$ cat config.mk
export PLATFORM = sky130hd
export DESIGN_NAME = irq_src_arbiter
export DESIGN_NICKNAME = d
export VERILOG_FILES = /design/src/rtl/irq_arb_pkg.sv /design/src/rtl/irq_reg_decode.sv /design/src/rtl/irq_flag_next.sv /design/src/rtl/irq_prio_enc.sv /design/src/rtl/irq_src_arbiter.sv
export SDC_FILE = /design/constraint.sdc
export NUM_CORES = 1
export LEC_CHECK = 0
export ABC_AREA = 1
export BUFFER_PORTS_ARGS = -buffer_cell sky130_fd_sc_hd__buf_4
export CAP_MARGIN = 10
export CORE_ASPECT_RATIO = 1.1
export CORE_MARGIN = 2
export CORE_UTILIZATION = 41
export DETAILED_ROUTE_END_ITERATION = 8
export GPL_TIMING_DRIVEN = 0
export PLACE_DENSITY = 0.72
export SLEW_MARGIN = 0
export SYNTH_ARGS = -nofsm -noshare
export SYNTH_HDL_FRONTEND = slang
export SYNTH_HIERARCHICAL = 1
export SYNTH_SLANG_ARGS = --single-unit
export TNS_END_PERCENT = 30
$ cat constraint.sdc
create_clock -name clk_i -period 2.51 [get_ports clk_i]
set_clock_uncertainty 0.2 [all_clocks]
set_input_delay 0.251 -clock clk_i [delete_from_list [all_inputs] [get_ports clk_i]]
set_output_delay 0.251 -clock clk_i [all_outputs]
set_load 0.005 [all_outputs]
$ cat src/rtl/irq_arb_pkg.sv
package irq_arb_pkg;

    localparam int unsigned NUM_SRC = 7;
    localparam int unsigned CODE_W  = $clog2(NUM_SRC + 1);
    localparam int unsigned DATA_W  = 8;
    localparam int unsigned ADDR_W  = 2;

    // flags that survive a source-code read (access, receive, transmit ready)
    localparam logic [NUM_SRC-1:0] KEEP_ON_READ = 7'b001_1100;

    localparam logic [ADDR_W-1:0] ADDR_STATUS = 2'd0;
    localparam logic [ADDR_W-1:0] ADDR_ENABLE = 2'd1;
    localparam logic [ADDR_W-1:0] ADDR_SOURCE = 2'd2;

    typedef struct packed {
        logic [NUM_SRC-1:0] flags;
        logic [NUM_SRC-1:0] en;
        logic [CODE_W-1:0]  src;
        logic               irq;
    } arb_state_t;

endpackage

$ cat src/rtl/irq_reg_decode.sv
module irq_reg_decode
    import irq_arb_pkg::*;
#(
    parameter int unsigned P_NUM_SRC = NUM_SRC,
    parameter int unsigned P_CODE_W  = CODE_W,
    parameter int unsigned P_DATA_W  = DATA_W,
    parameter int unsigned P_ADDR_W  = ADDR_W
) (
    input  logic                 wr_i,
    input  logic                 rd_i,
    input  logic [P_ADDR_W-1:0]  addr_i,
    input  logic [P_DATA_W-1:0]  wdata_i,
    input  logic [P_NUM_SRC-1:0] flags_i,
    input  logic [P_NUM_SRC-1:0] en_i,
    input  logic [P_CODE_W-1:0]  src_i,
    output logic [P_NUM_SRC-1:0] w1c_o,
    output logic                 en_wr_o,
    output logic [P_NUM_SRC-1:0] en_val_o,
    output logic                 src_rd_o,
    output logic [P_DATA_W-1:0]  rdata_o
);

    always_comb begin
        w1c_o    = '0;
        en_wr_o  = 1'b0;
        en_val_o = wdata_i[P_NUM_SRC-1:0];
        src_rd_o = rd_i && (addr_i == ADDR_SOURCE);
        if (wr_i && (addr_i == ADDR_STATUS)) begin
            w1c_o = wdata_i[P_NUM_SRC-1:0];
        end
        if (wr_i && (addr_i == ADDR_ENABLE)) begin
            en_wr_o = 1'b1;
        end
    end

    always_comb begin
        rdata_o = '0;
        unique case (addr_i)
            ADDR_STATUS: rdata_o[P_NUM_SRC-1:0] = flags_i;
            ADDR_ENABLE: rdata_o[P_NUM_SRC-1:0] = en_i;
            ADDR_SOURCE: rdata_o[P_CODE_W-1:0]  = src_i;
            default:     rdata_o = '0;
        endcase
    end

endmodule

$ cat src/rtl/irq_flag_next.sv
module irq_flag_next
    import irq_arb_pkg::*;
#(
    parameter int unsigned          P_NUM_SRC = NUM_SRC,
    parameter int unsigned          P_CODE_W  = CODE_W,
    parameter logic [P_NUM_SRC-1:0] P_KEEP    = KEEP_ON_READ
) (
    input  logic [P_NUM_SRC-1:0] flags_i,
    input  logic [P_NUM_SRC-1:0] evt_i,
    input  logic [P_NUM_SRC-1:0] w1c_i,
    input  logic [P_CODE_W-1:0]  src_i,
    input  logic                 src_rd_i,
    output logic [P_NUM_SRC-1:0] flags_d_o
);

    for (genvar k = 0; k < P_NUM_SRC; k++) begin : g_bit
        logic rd_clr;
        if (P_KEEP[k]) begin : g_keep
            assign rd_clr = 1'b0;
        end else begin : g_ack
            assign rd_clr = src_rd_i && (src_i == P_CODE_W'(k + 1));
        end
        // set has priority over every clear
        assign flags_d_o[k] = evt_i[k] | (flags_i[k] & ~w1c_i[k] & ~rd_clr);
    end

endmodule

$ cat src/rtl/irq_prio_enc.sv
module irq_prio_enc
    import irq_arb_pkg::*;
#(
    parameter int unsigned P_NUM_SRC = NUM_SRC,
    parameter int unsigned P_CODE_W  = CODE_W
) (
    input  logic [P_NUM_SRC-1:0] req_i,
    output logic [P_CODE_W-1:0]  code_o
);

    always_comb begin
        code_o = '0;
        for (int k = P_NUM_SRC - 1; k >= 0; k--) begin
            if (req_i[k]) begin
                code_o = P_CODE_W'(k + 1);
            end
        end
    end

endmodule

$ cat src/rtl/irq_src_arbiter.sv
module irq_src_arbiter
    import irq_arb_pkg::*;
(
    input  logic              clk_i,
    input  logic              rst_ni,
    input  logic [NUM_SRC-1:0] evt_i,
    input  logic              reg_wr_i,
    input  logic              reg_rd_i,
    input  logic [ADDR_W-1:0] reg_addr_i,
    input  logic [DATA_W-1:0] reg_wdata_i,
    output logic [DATA_W-1:0] reg_rdata_o,
    output logic              irq_o
);

    arb_state_t state_d, state_q;

    logic [NUM_SRC-1:0] flags_q;
    logic [NUM_SRC-1:0] en_q;
    logic [CODE_W-1:0]  src_q;

    logic [NUM_SRC-1:0] w1c;
    logic               en_wr;
    logic [NUM_SRC-1:0] en_val;
    logic               src_rd;
    logic [NUM_SRC-1:0] flags_nxt;
    logic [CODE_W-1:0]  win_code;

    assign flags_q = state_q.flags;
    assign en_q    = state_q.en;
    assign src_q   = state_q.src;

    irq_reg_decode u_decode (
        .wr_i     (reg_wr_i),
        .rd_i     (reg_rd_i),
        .addr_i   (reg_addr_i),
        .wdata_i  (reg_wdata_i),
        .flags_i  (flags_q),
        .en_i     (en_q),
        .src_i    (src_q),
        .w1c_o    (w1c),
        .en_wr_o  (en_wr),
        .en_val_o (en_val),
        .src_rd_o (src_rd),
        .rdata_o  (reg_rdata_o)
    );

    irq_flag_next u_flags (
        .flags_i   (flags_q),
        .evt_i     (evt_i),
        .w1c_i     (w1c),
        .src_i     (src_q),
        .src_rd_i  (src_rd),
        .flags_d_o (flags_nxt)
    );

    irq_prio_enc u_prio (
        .req_i  (flags_q & en_q),
        .code_o (win_code)
    );

    always_comb begin
        state_d       = state_q;
        state_d.flags = flags_nxt;
        if (en_wr) begin
            state_d.en = en_val;
        end
        state_d.src = win_code;
        state_d.irq = (win_code != '0);
    end

    always_ff @(posedge clk_i) begin
        if (!rst_ni) begin
            state_q <= '0;
        end else begin
            state_q <= state_d;
        end
    end

    assign irq_o = state_q.irq;

endmodule

# Word level (Yosys, flattened, before mapping)
# Cells that the tools add are included.
totals:
  register_bits: 18
  latch_bits: 0
  ramBits: 0
  mem_bits_ro: 0
  input_bits: 21
  word_cells: 60
  memories: 0
op_classes:
  n_addsub: 0
  n_mul: 0
  n_div: 0
  order_cmp: 0
  n_eq_ne: 6
  shift: 0
  muxes: 11
  bitwise: 30
  n_reduce_logical: 9
ops:
  columns: ["cell", "n"]
  rows:
  - ["3-bit 2-to-1 mux", 7]
  - ["1-bit bitwise AND", 11]
  - ["1-bit NOT", 11]
  - ["3-bit case mux with 3 select lines", 1]
  - ["4-bit case mux with 2 select lines", 1]
  - ["7-bit bitwise AND", 1]
  - ["1-bit logical AND", 7]
  - ["7-bit 2-to-1 mux", 1]
  - ["1-bit bitwise OR", 7]
  - ["3-bit == test, second input constant", 2]
  - ["3-bit by 1-bit == test with 1-bit output, second input constant", 1]
  - ["3-bit by 2-bit == test with 1-bit output, second input constant", 1]
  - ["3-bit nonzero test", 1]
  - ["2-bit by 1-bit == test with 1-bit output, second input constant", 1]
  - ["2-bit == test, second input constant", 1]
  - ["2-bit logical NOT", 1]
  - ["1-bit 2-to-1 mux", 1]

# Logic depth before layout (Yosys ltp)
# Gate-level depths: netlist of the first run.
logic_depth:
  depth_word: 9
  mapped_depth: 10

# Hierarchy
# Netlist of the first run, hierarchy kept.
modules_own_cells:
  columns: ["module", "n_inst", "cells_each", "area_each_um2"]
  rows:
  - ["irq_src_arbiter", 1, 91, 654.4]
  - ["irq_reg_decode", 1, 54, 277.8]
  - ["irq_flag_next", 1, 38, 160.2]
  - ["irq_prio_enc", 1, 18, 82.6]

# Worst setup path after synthesis of the first run
# No wires, ideal clock.
synth_path:
  path_type: "input to register"
  startpoint: "in reg_addr_i[0]"
  endpoint: "reg state_q (netlist bit flags_q[6])"
  setup_ps: 109
  arrival_ps: 966
  required_time_ps: 2201
  setup_slack_ps: 1235
  cell_stages: 8
  path_cell_list: "buf_6 -> inv_1 -> and3_2 -> nand2_1 -> o21ai_0 -> nand2_1 -> nand2_1 -> inv_1"
synth_between:
  elab_cells_between_ends: 11
synth_lines:
  columns: ["element", "line", "rtl"]
  rows:
  - ["from (decl)", "irq_src_arbiter.sv:9", "input logic [ADDR_W-1:0] reg_addr_i,"]
  - ["2-bit == test", "irq_reg_decode.sv:27", "src_rd_o = rd_i && (addr_i == ADDR_SOURCE);"]
  - ["1-bit logical AND", "irq_reg_decode.sv:27", null]
  - ["via src_rd", "irq_src_arbiter.sv:24", "logic src_rd;"]
  - ["1-bit logical AND", "irq_flag_next.sv:21", "assign rd_clr = src_rd_i && (src_i == P_CODE_W'(k + 1));"]
  - ["1-bit NOT", "irq_flag_next.sv:24", "assign flags_d_o[k] = evt_i[k] | (flags_i[k] & ~w1c_i[k] & ~rd_clr);"]
  - ["1-bit bitwise AND", "irq_flag_next.sv:24", null]
  - ["1-bit bitwise OR", "irq_flag_next.sv:24", null]
  - ["via flags_nxt[6]", "irq_src_arbiter.sv:25", "logic [NUM_SRC-1:0] flags_nxt;"]
  - ["to (signal assigned)", "irq_src_arbiter.sv:75", "state_q <= state_d;"]
  - ["to (decl)", "irq_src_arbiter.sv:15", "arb_state_t state_d, state_q;"]
# The timed path passes the listed nets, and every way through them passes these cells.
# A chain may end at the register's enable or synchronous reset.

# Worst setup path after layout of the first run
layout_path:
  startpoint: "reg state_q (netlist bit src_q[1])"
  endpoint: "out reg_rdata_o[1]"
layout_between:
  elab_chain_cells: 1
layout_rtl:
  columns: ["element", "line", "rtl"]
  rows:
  - ["3-bit case mux with 3 select lines", "irq_reg_decode.sv:38", "unique case (addr_i)"]
  - ["to (decl)", "irq_src_arbiter.sv:11", "output logic [DATA_W-1:0] reg_rdata_o,"]
# Every way passes these cells.

==> results.toml, run 1 <==
[yosys]
synth_warnings = 6
synth_cell_types = 19
synthArstFlopShare_pct = 0
syn_area_um2 = 1175
synth_flop_cell = "dfxtp_1"
syn-num-nets = 222
synth_edf_count = 0
syn_area_per_cell_um2 = 5.845
yosysSeqAreaShare_pct = 30.67
ys_ff_latch = 18
postSynthCellCount = 201

[worst_setup_path]
crit_path_start_kind = "flop"
path_buf_inv = 1
cp_num_cells = 3
rr_worst_depth = 8
crit_chain = "nand3_1, nand3_1, buf_4"
crit_slowest_cell = "dfxtp_1"
path_max_fanout = 4
end_kind = "primary output"
path_common_cell = "nand3_1"
critPathRequiredTime_ns = 2.06
cp-endpoint = "reg_rdata_o[1]"
critPathLaunch = "src_q[1]"
critical_path_class = "flop to primary output"
r2r-start = "flags_q[4]"
regToRegSetupSlack_ns = 1.26
cp_data_arrival_time_ns = 1.01
r2r-end = "irq_o"
cp_top_family = "flip-flops"
critPathMaxStageDelay_ns = 0.40

[route]
met2_wirelength_um = 1106
drtAntennaViolNets = 0
routed.top_layer = "met4"
viasPerCell = 4.233
wl_met1_um = 1114
wl_um = 2340
drt_iter0_markers = 28
vias = 1109
wl_met3_um = 79
drc_errors = 0
wl_per_cell_um = 8.931
dr.pass1.iters = 4

[power_and_ir_drop]
power_frac_seq_pct = 54.4
p_per_area_nw_per_um2 = 409.4
pwr-share-comb_pct = 22.3
total_leakage_power_nw = 0.9131
p_int_mw = 0.4270
switching_power_mw = 0.1569
p_clk_share_pct = 23.3
p_sw_share_pct = 26.87
ir_worst_vdd_v = 0.0002713

[clock_tree]
htree_num_levels = 1
clock_sinks = 18
ctsHoldBuffers = 0
ctsResizeCount = 0
post_cts_buffers = 0
cts_tree = "built"
cts_root_buf = "clkbuf_4"
cts_buffer_depth = 2
worstSkewPairLatency_ns = 0.29
clk_pin_slew_worst_paths_ns = 0.09
cts_buffers = 3

[global_route]
track_usage_pct = 16.96
antenna_found_initial = 0
grt_pass1_vias = 1004
overflow = 0
grt_pass1_wl_um = 3988
grt_max_degree = 11

[floorplanning]
io_pins = 30
coreArea_um2 = 2753
die_area_um2 = 3310
die_h_um = 60.15
start_util_pct = 42.68
die_w_um = 55.04
rows = 20

[worst_hold_path]
hp-class = "input pin to flop"

[finish]
drive_gt1_share_pct = 22.27
seqCellArea_um2 = 360.3
nFillCells = 314
syn_to_final_growth_pct = 21.41
fin_nets = 252
utilization_pct = 51.82
multi_input_area_um2 = 514.2
antenna_cells = 0

[sta]
post-route-period-util_pct = 58.06
fmax_mhz = 686.2
hold_viol_final = 0
drv_slew = 0
setup_viol = 0
period_needed_ns = 1.457
setup_tns_ns = 0
rsz0062_at_grt = "no"
timing.hold.ws_ns = 0.02176

[placed_design]
place.detailed.hpwl_um = 1846
gp_congestion = 0.8873
portBuffers = 25

[run]
cap_violations = 0

[status]
outcome = "finished clean"
state kept, by name, summed over array words and instances (netlist names):
register,flops
en_q,7
flags_q,7
irq_o,1
src_q,3
power by group through the flow:
| stage | sequential, mW | combinational [mW] | clock [mW] |
|---|---|---|---|
| global route | 0.320 | 0.149 | 0.150 |
| global placement | 0.324 | 0.130 | 0 |
| finish | 0.318 | 0.130 | 0.136 |
| floorplan | 0.321 | 0.0810 | 0 |
| detailed placement | 0.324 | 0.131 | 0 |
| CTS | 0.318 | 0.131 | 0.143 |
worst min path at each step:
stage	slack, ns	from	cells past startpoint	end
5_1_grt	0.03	evt_i[0]	5	flags_q[0]
4_1_cts	0.01	evt_i[0]	5	flags_q[0]
3_5_place_dp	0.28	en_q[2]	2	en_q[2]
3_3_place_gp	0.28	en_q[0]	2	en_q[0]
2_1_floorplan	0.22	evt_i[0]	4	flags_q[0]
6_report	0.02	evt_i[0]	5	flags_q[0]
final cells by class:
class	count	area share (%)
repair buffers	25	13.16
plain buffers	12	7.105
well taps	33	2.895
inverters	53	13.95
multi-input cells	118	36.05
flip-flops and latches	18	25.26
clock buffers	3	1.579
cell usage in the layout, fill, tap and decap left out, drive strengths merged:
| cell type | instances |
|---|---|
| nand2 | 60 |
| inv | 53 |
| buf | 37 |
| nor2 | 33 |
| dfxtp | 18 |
| nand3 | 15 |
| clkbuf | 3 |
| o21bai | 3 |
| a21oi | 3 |
| and3 | 2 |
| conb | 1 |
| o21ai | 1 |
cell families after synthesis:
kind of cell,synth area share (%)
buffers and inverters,25.56
other,0.3192
and+or+nand+nor,39.83
DFF,30.67
AOI/OAI and AO/OA,3.620
metrics by stage:
stage	setup slack [ns]	cell area (µm²)	power, mW	std cells
2_1_floorplan	1.235	1175	0.4022	201
3_3_place_gp	1.046	1404	0.4535	259
3_5_place_dp	1.058	1404	0.4552	259
4_1_cts	1.038	1426	0.5923	262
5_1_grt	0.9897	1426	0.6199	262
6_report	1.053	1426	0.5839	262
worst reg2reg max path: stages, from the launching register on:
cell and delay (ns):
dfxtp_1 0.37, nand2_1 0.08, inv_1 0.07, inv_1 0.06
nand2_1 0.06, nand2_1 0.05, a21oi_1 0.14, nand2_1 0.08
nand3_1 0.08
Yosys cell counts, types with 3 or more instances:
library cell   n  area share [%]
inv_2          3            0.96
dfxtp_1       18              31
o21bai_1       3             1.9
nand3_1       14             6.0
nor2_2         3             1.6
nand2_1       58              19
buf_6          3             2.9
a21oi_1        3             1.3
buf_4          9             5.8
nor2_1        29             9.3
inv_1         50              16
metal layers:
metal | vias to the layer above | track usage, %
met3 | 4 | 2.000
met5 | - | 0
met4 | 0 | 7.317
met1 | 459 | 20.86
met2 | 21 | 29.08
li1 | 625 | -
No activity file was read; power rests on OpenSTA's default activity.
==> inputs of run 2 (changes only) <==
--- a/config.mk
+++ b/config.mk
@@ -5,7 +5,7 @@
 export SDC_FILE = /design/constraint.sdc
 export NUM_CORES = 1
 export LEC_CHECK = 0
-export ABC_AREA = 1
+export ABC_AREA = 0
 export BUFFER_PORTS_ARGS = -buffer_cell sky130_fd_sc_hd__buf_4
 export CAP_MARGIN = 10
 export CORE_ASPECT_RATIO = 1.1
@@ -13,7 +13,7 @@
 export CORE_UTILIZATION = 41
 export DETAILED_ROUTE_END_ITERATION = 8
 export GPL_TIMING_DRIVEN = 0
-export PLACE_DENSITY = 0.72
+export PLACE_DENSITY = 0.76
 export SLEW_MARGIN = 0
 export SYNTH_ARGS = -nofsm -noshare
 export SYNTH_HDL_FRONTEND = slang
==> constraint.sdc (replaced) <==
create_clock -name clk_i -period 1.18 [get_ports clk_i]
set_clock_uncertainty 0.2 [all_clocks]
set_input_delay 0.118 -clock clk_i [delete_from_list [all_inputs] [get_ports clk_i]]
set_output_delay 0.118 -clock clk_i [all_outputs]
set_load 0.005 [all_outputs]
==> run 2 against run 1 <==
Compared with the run above:
- the flow now finishes with violations (negative setup slack)
- highest routed layer unchanged
- critical endpoint is now irq_o
- largest power group unchanged
- sequential cell count unchanged
- die area fell by 7.0%
- largest cell class unchanged
- clock-buffer cell count unchanged
- critical path type is now flop to flop
==> results.toml, run 2 <==
[yosys]
synth_fa_ha_area_share_pct = 0
synth_top_family_by_area = "simple AND/OR/NAND/NOR gates"
synthSimpleGateAreaFrac_pct = 28.23
synth_compound_area_share_pct = 12.56
synth_xor_area_share_pct = 0
syn_area_per_cell_um2 = 9.204
synth_top_area_cell = "dfxtp_1"
syn_area_um2 = 1086
synth_cell_types = 25
synthArstFlopShare_pct = 0
synth_flop_cell = "dfxtp_1"
yosys-top-cells-count = "19 x and2_1, 18 x dfxtp_1, 14 x mux2i_1"
synth_warnings = 6
ys_ff_latch = 18
postSynthCellCount = 118
yosysSeqAreaShare_pct = 33.18
synth_edf_count = 0
synth_area_leaders = "dfxtp_1 33%, mux2i_1 13%, and2_1 11%"
synth_mux_area_share_pct = 12.90
syn-num-nets = 139
synth_top_area_share_pct = 33.18
synthMostInstantiatedCell = "and2_1"

[global_route]
grt_pass1_vias = 884
track_usage_pct = 18.29
grt_pass1_wl_um = 4077
grt_max_degree = 11
antenna_found_initial = 0
overflow = 0

[finish]
nFillCells = 217
antenna_cells = 0
drive_gt1_share_pct = 53.01
multi_input_area_um2 = 653.1
fin_nets = 189
layout_common_cells = "36 x buf_4, 17 x dfxtp_2, 14 x mux2i_1, 14 x dlygate4sd3_1, 12 x and2_4"
layout_commonest_cell = "buf_4"
seqCellArea_um2 = 381.6
syn_to_final_growth_pct = 50.69

[worst_setup_path]
crit_path_start_kind = "flop"
end_kind = "flop"
cp-endpoint = "irq_o"
rr_worst_depth = 5
r2r-end = "irq_o"
crit_slowest_cell = "dfxtp_2"
path_buf_inv = 0
crit_chain = "and2_4, nor2_4, o21ai_1, a21oi_2, o31a_2"
r2r-start = "en_q[4]"
regToRegSetupSlack_ns = -0.23
critPathRequiredTime_ns = 1.17
cp_top_family = "compound AO/OA/AOI/OAI gates"
cp_num_cells = 5
cp_data_arrival_time_ns = 1.40
critPathMaxStageDelay_ns = 0.36
path_max_fanout = 2
critical_path_class = "flop to flop"
critPathLaunch = "en_q[4]"

[clock_tree]
cts_buffers = 3
cts_root_buf = "clkbuf_4"
worstSkewPairLatency_ns = 0.30
cts_tree = "built"
cts_buffer_depth = 2
clock_sinks = 18
clk_pin_slew_worst_paths_ns = 0.10
htree_num_levels = 1

[power_and_ir_drop]
p_clk_share_pct = 23.5
p_sw_share_pct = 24.48
ir_worst_vdd_v = 0.0008645
p_per_area_nw_per_um2 = 788.9
total_leakage_power_nw = 0.7016
p_int_mw = 0.9751
finalPower_mw = 1.291
pwr-share-comb_pct = 24.7
power_frac_seq_pct = 51.8
switching_power_mw = 0.3161

[sta]
setup_viol = 12
period_needed_ns = 1.405
hold_viol_final = 0
worst_slack_ns = -0.2255
setup_tns_ns = -1.683
fmax_mhz = 711.5
rsz0062_at_grt = "yes"
post-route-period-util_pct = 119.1
drv_slew = 0

[route]
wl_um = 2599
wl_per_cell_um = 13.19
drtAntennaViolNets = 0
viasPerCell = 4.863
drt_iter0_markers = 13
drc_errors = 0
vias = 958
dr.pass1.iters = 4

[placed_design]
portBuffers = 25
gp_congestion = 0.7574
place.detailed.hpwl_um = 1705

[floorplanning]
start_util_pct = 43.10
die_h_um = 57.98
die_w_um = 53.07
coreArea_um2 = 2520
rows = 19
die_area_um2 = 3077
io_pins = 30

[run]
cap_violations = 0

[status]
violations = "negative setup slack"
outcome = "finished, violations left"

[worst_hold_path]
hp-class = "input pin to flop"
run 2: cell types whose count changed after synthesis, sizes merged, moves of 8 or more:
cell	change
nor2b	+8
mux2i	+14
and2	+25
nand3	-15
nor2	-25
inv	-44
nand2	-59
run 2: logic make-up after synthesis:
logic type | Yosys count
and+or+nand+nor | 47
buffers and inverters | 21
DFF | 18
AOI/OAI and AO/OA | 17
muxes | 14
other | 1
run 2: worst min-delay path by stage:
stage | from | endpoint | slack [ns] | depth (start not counted)
after global routing | reg_wdata_i[0] | en_q[0] | 0.03 | 4
after CTS | reg_wdata_i[0] | en_q[0] | 0.01 | 4
final | reg_wdata_i[0] | en_q[0] | 0.03 | 4
after floorplan | rst_ni | en_q[1] | 0.05 | 1
after global placement | evt_i[3] | flags_q[3] | 0.19 | 3
after detailed placement | evt_i[3] | flags_q[3] | 0.19 | 3
run 2: timing repair:
item	in CTS	in global routing
endpoints found under the setup margin	15	15
endpoints found under the hold margin	15	0
pin swaps	22	5
resized for setup	23	3
buffers inserted	5	1
hold buffers	14	0
run 2: stage by stage:
step,hold slack (ns),setup slack (ns),instances,util (%),area [µm²]
3_3_place_gp,0.1874,-0.3190,174,53.87,1358
3_5_place_dp,0.1947,-0.3255,174,53.87,1358
6_report,0.03459,-0.2255,197,64.95,1637
4_1_cts,0.01162,-0.1988,196,64.15,1617
5_1_grt,0.03115,-0.2729,197,64.95,1637
2_1_floorplan,0.04603,-0.1272,118,-,1131
run 2: worst register-to-register path, stage by stage (launching register included):
cell and delay [ns]:
dfxtp_2 0.36, and2_4 0.17, nor2_4 0.05, o21ai_1 0.10, a21oi_2 0.09, o31a_2 0.35
run 2: area by class of cell:
class / instances / share of cell area, %
tap: 31 / 2.370
sequential: 18 / 23.32
buffer: 12 / 7.492
inverter: 9 / 2.064
clock buffer: 3 / 1.376
multi-input combinational: 79 / 39.91
timing repair buffer: 45 / 23.47
run 2: metal layers:
metal	track usage [%]	wire [µm]	vias up
met2	33.04	1342	25
met5	0	0	-
met3	3.866	110	4
met4	5.495	34	0
met1	21.23	1111	446
li1	-	-	483
run 2: power by group through the flow:
stage	clock network (mW)	logic [mW]	registers [mW]
2_1_floorplan	0	0.162	0.672
3_3_place_gp	0	0.251	0.676
3_5_place_dp	0	0.256	0.678
4_1_cts	0.299	0.315	0.668
5_1_grt	0.336	0.341	0.674
6_report	0.304	0.318	0.669
==> inputs of run 3 (changes only) <==
--- a/config.mk
+++ b/config.mk
@@ -13,7 +13,7 @@
 export CORE_UTILIZATION = 41
 export DETAILED_ROUTE_END_ITERATION = 8
 export GPL_TIMING_DRIVEN = 0
-export PLACE_DENSITY = 0.76
+export PLACE_DENSITY = 0.73
 export SLEW_MARGIN = 0
 export SYNTH_ARGS = -nofsm -noshare
 export SYNTH_HDL_FRONTEND = slang
==> constraint.sdc (replaced) <==
create_clock -name clk_i -period 1.3 [get_ports clk_i]
set_clock_uncertainty 0.2 [all_clocks]
set_input_delay 0.13 -clock clk_i [delete_from_list [all_inputs] [get_ports clk_i]]
set_output_delay 0.13 -clock clk_i [all_outputs]
set_load 0.005 [all_outputs]
==> run 3 against run 2 <==
Compared with the run above:
- largest power group unchanged
- combinational power shrank 9.7%
- sequential power shrank 9.4%
- via count shrank 0.52%
- clock power grew 18%
- highest routed layer unchanged
- the run still ends with negative setup slack left
- global-route usage grew 0.37 points
- die area is the same
- routed wire length grew 1.7%
- non-clock buffer count shrank 2
- utilization shrank 0.45 points
- sequential share of layout area shrank 0.069 points
- clock-buffer cell count grew 1
- first-iteration DRC count grew 69%
==> results.toml, run 3 (synthesized netlist as in run 2, its figures left out) <==
[route]
drtAntennaViolNets = 0
dr.pass1.iters = 4
drt_iter0_markers = 22
wl_per_cell_um = 13.48
viasPerCell = 4.862
drc_errors = 0
wl_um = 2642
vias = 953

[sta]
timing.hold.ws_ns = 0.02711
setup_viol = 9
rsz0062_at_grt = "yes"
drv_slew = 0
post-route-period-util_pct = 112.7
worst_slack_ns = -0.1649
fmax_mhz = 682.6
hold_viol_final = 0
period_needed_ns = 1.465

[clock_tree]
cts_buffers = 3
htree_num_levels = 1
clock_sinks = 18
cts_root_buf = "clkbuf_4"
cts_buffer_depth = 2
cts_tree = "built"
worstSkewPairLatency_ns = 0.30
clk_pin_slew_worst_paths_ns = 0.11

[worst_setup_path]
end_kind = "flop"
critPathRequiredTime_ns = 1.30
path_max_fanout = 3
regToRegSetupSlack_ns = -0.16
critPathMaxStageDelay_ns = 0.35
crit_path_start_kind = "flop"
critical_path_class = "flop to flop"
r2r-end = "irq_o"
rr_worst_depth = 5
cp_data_arrival_time_ns = 1.46
r2r-start = "en_q[5]"
crit_chain = "and2_4, inv_2, a21oi_2, o31ai_2, o31a_2"
crit_slowest_cell = "dfxtp_2"

[placed_design]
place_area_um2 = 1340
place.detailed.hpwl_um = 1699
gp_congestion = 0.7273
dp.cells = 174
portBuffers = 25

[finish]
layout_commonest_cell = "buf_4"
final_cells = 196
syn_to_final_growth_pct = 49.65
antenna_cells = 0
layout_common_cells = "36 x buf_4, 14 x dfxtp_2, 14 x dlygate4sd3_1, 13 x mux2i_1"
finish.instance_area_um2 = 1625
fin_nets = 187
drive_gt1_share_pct = 53.33
utilization_pct = 64.50
nFillCells = 216

[global_route]
track_usage_pct = 18.66
overflow = 0
grt_pass1_wl_um = 4112
grt_max_degree = 11
antenna_found_initial = 0
grt_pass1_vias = 947

[worst_hold_path]
hold_end = "en_q[4]"
hp-class = "input pin to flop"
hold_path_depth = 4
hp-start = "reg_wdata_i[4]"

[floorplanning]
die_area_um2 = 3077
die_w_um = 53.07
start_util_pct = 43.10
io_pins = 30
rows = 19
coreArea_um2 = 2520
die_h_um = 57.98

[power_and_ir_drop]
switching_power_mw = 0.3090
p_sw_share_pct = 24.64
p_clk_share_pct = 28.7
power_frac_seq_pct = 48.3
total_leakage_power_nw = 0.6912
p_per_area_nw_per_um2 = 771.4
p_int_mw = 0.9448
ir_worst_vdd_v = 0.0005948
pwr-share-comb_pct = 22.9
finalPower_mw = 1.254

[status]
violations = "negative setup slack"
outcome = "finished, violations left"

[run]
cap_violations = 0
run 3: changes by cell type in the layout (fill, tap and decap cells not counted), sizes merged:
| cell | previous run | this run |
|---|---|---|
| buf | 43 | 41 |
| clkbuf | 3 | 4 |
run 3: critical path: cells and delay by family (launching register included):
family	cells	cell delay, ns
AO/OA/AOI/OAI	3	0.62
AND/OR/NAND/NOR	1	0.16
flip-flops	1	0.35
buffers and inverters	1	0.04
run 3: stage by stage:
step / setup TNS (ns) / setup slack, ns
3_3_place_gp: -1.514 / -0.2294
3_5_place_dp: -1.585 / -0.2172
5_1_grt: -1.179 / -0.1867
6_report: -0.5840 / -0.1649
4_1_cts: -0.5591 / -0.08668
2_1_floorplan: -0.06043 / -0.02493
run 3: repair_timing:
action / CTS / global route
setup buffers: 3 / 1
pin swaps: 9 / 3
endpoints found under the setup margin: 8 / 12
hold buffers: 14 / 0
gates resized for setup: 24 / 8
endpoints found under the hold margin: 15 / 0
run 3: worst max-delay path by stage:
stage,endpoint,start,slack (ns),cells after the start
after floorplan,flags_q[6],reg_addr_i[0],-0.02,6
after CTS,reg_rdata_o[5],flags_q[5],-0.09,4
after detailed placement,flags_q[6],reg_addr_i[0],-0.22,6
final,irq_o,en_q[5],-0.16,5
after global routing,irq_o,en_q[5],-0.19,5
after global placement,flags_q[6],reg_addr_i[0],-0.23,6
run 3: routing by layer:
metal	vias up	global-route usage, %	share of wire, %
met5	-	0	0
met4	0	7.326	1.6
met3	6	3.093	5.3
li1	479	-	-
met2	35	34.46	52
met1	433	20.75	41
run 3: final cells by class:
class                   instances  area, µm²  area share [%]
clock buffers                   4      36.28           2.232
multi-input cells              79      659.4           40.57
well taps                      31      38.79           2.386
plain buffers                  12      117.6           7.236
inverters                       9      33.78           2.079
flip-flops and latches         18      377.9           23.25
repair buffers                 43      361.6           22.25
run 3: power groups by stage:
stage | sequential [mW] | clock (mW) | combinational (mW)
after floorplan | 0.608 | 0 | 0.144
after global placement | 0.612 | 0 | 0.225
after detailed placement | 0.614 | 0 | 0.229
after CTS | 0.605 | 0.364 | 0.279
after global routing | 0.611 | 0.398 | 0.310
final | 0.606 | 0.360 | 0.287
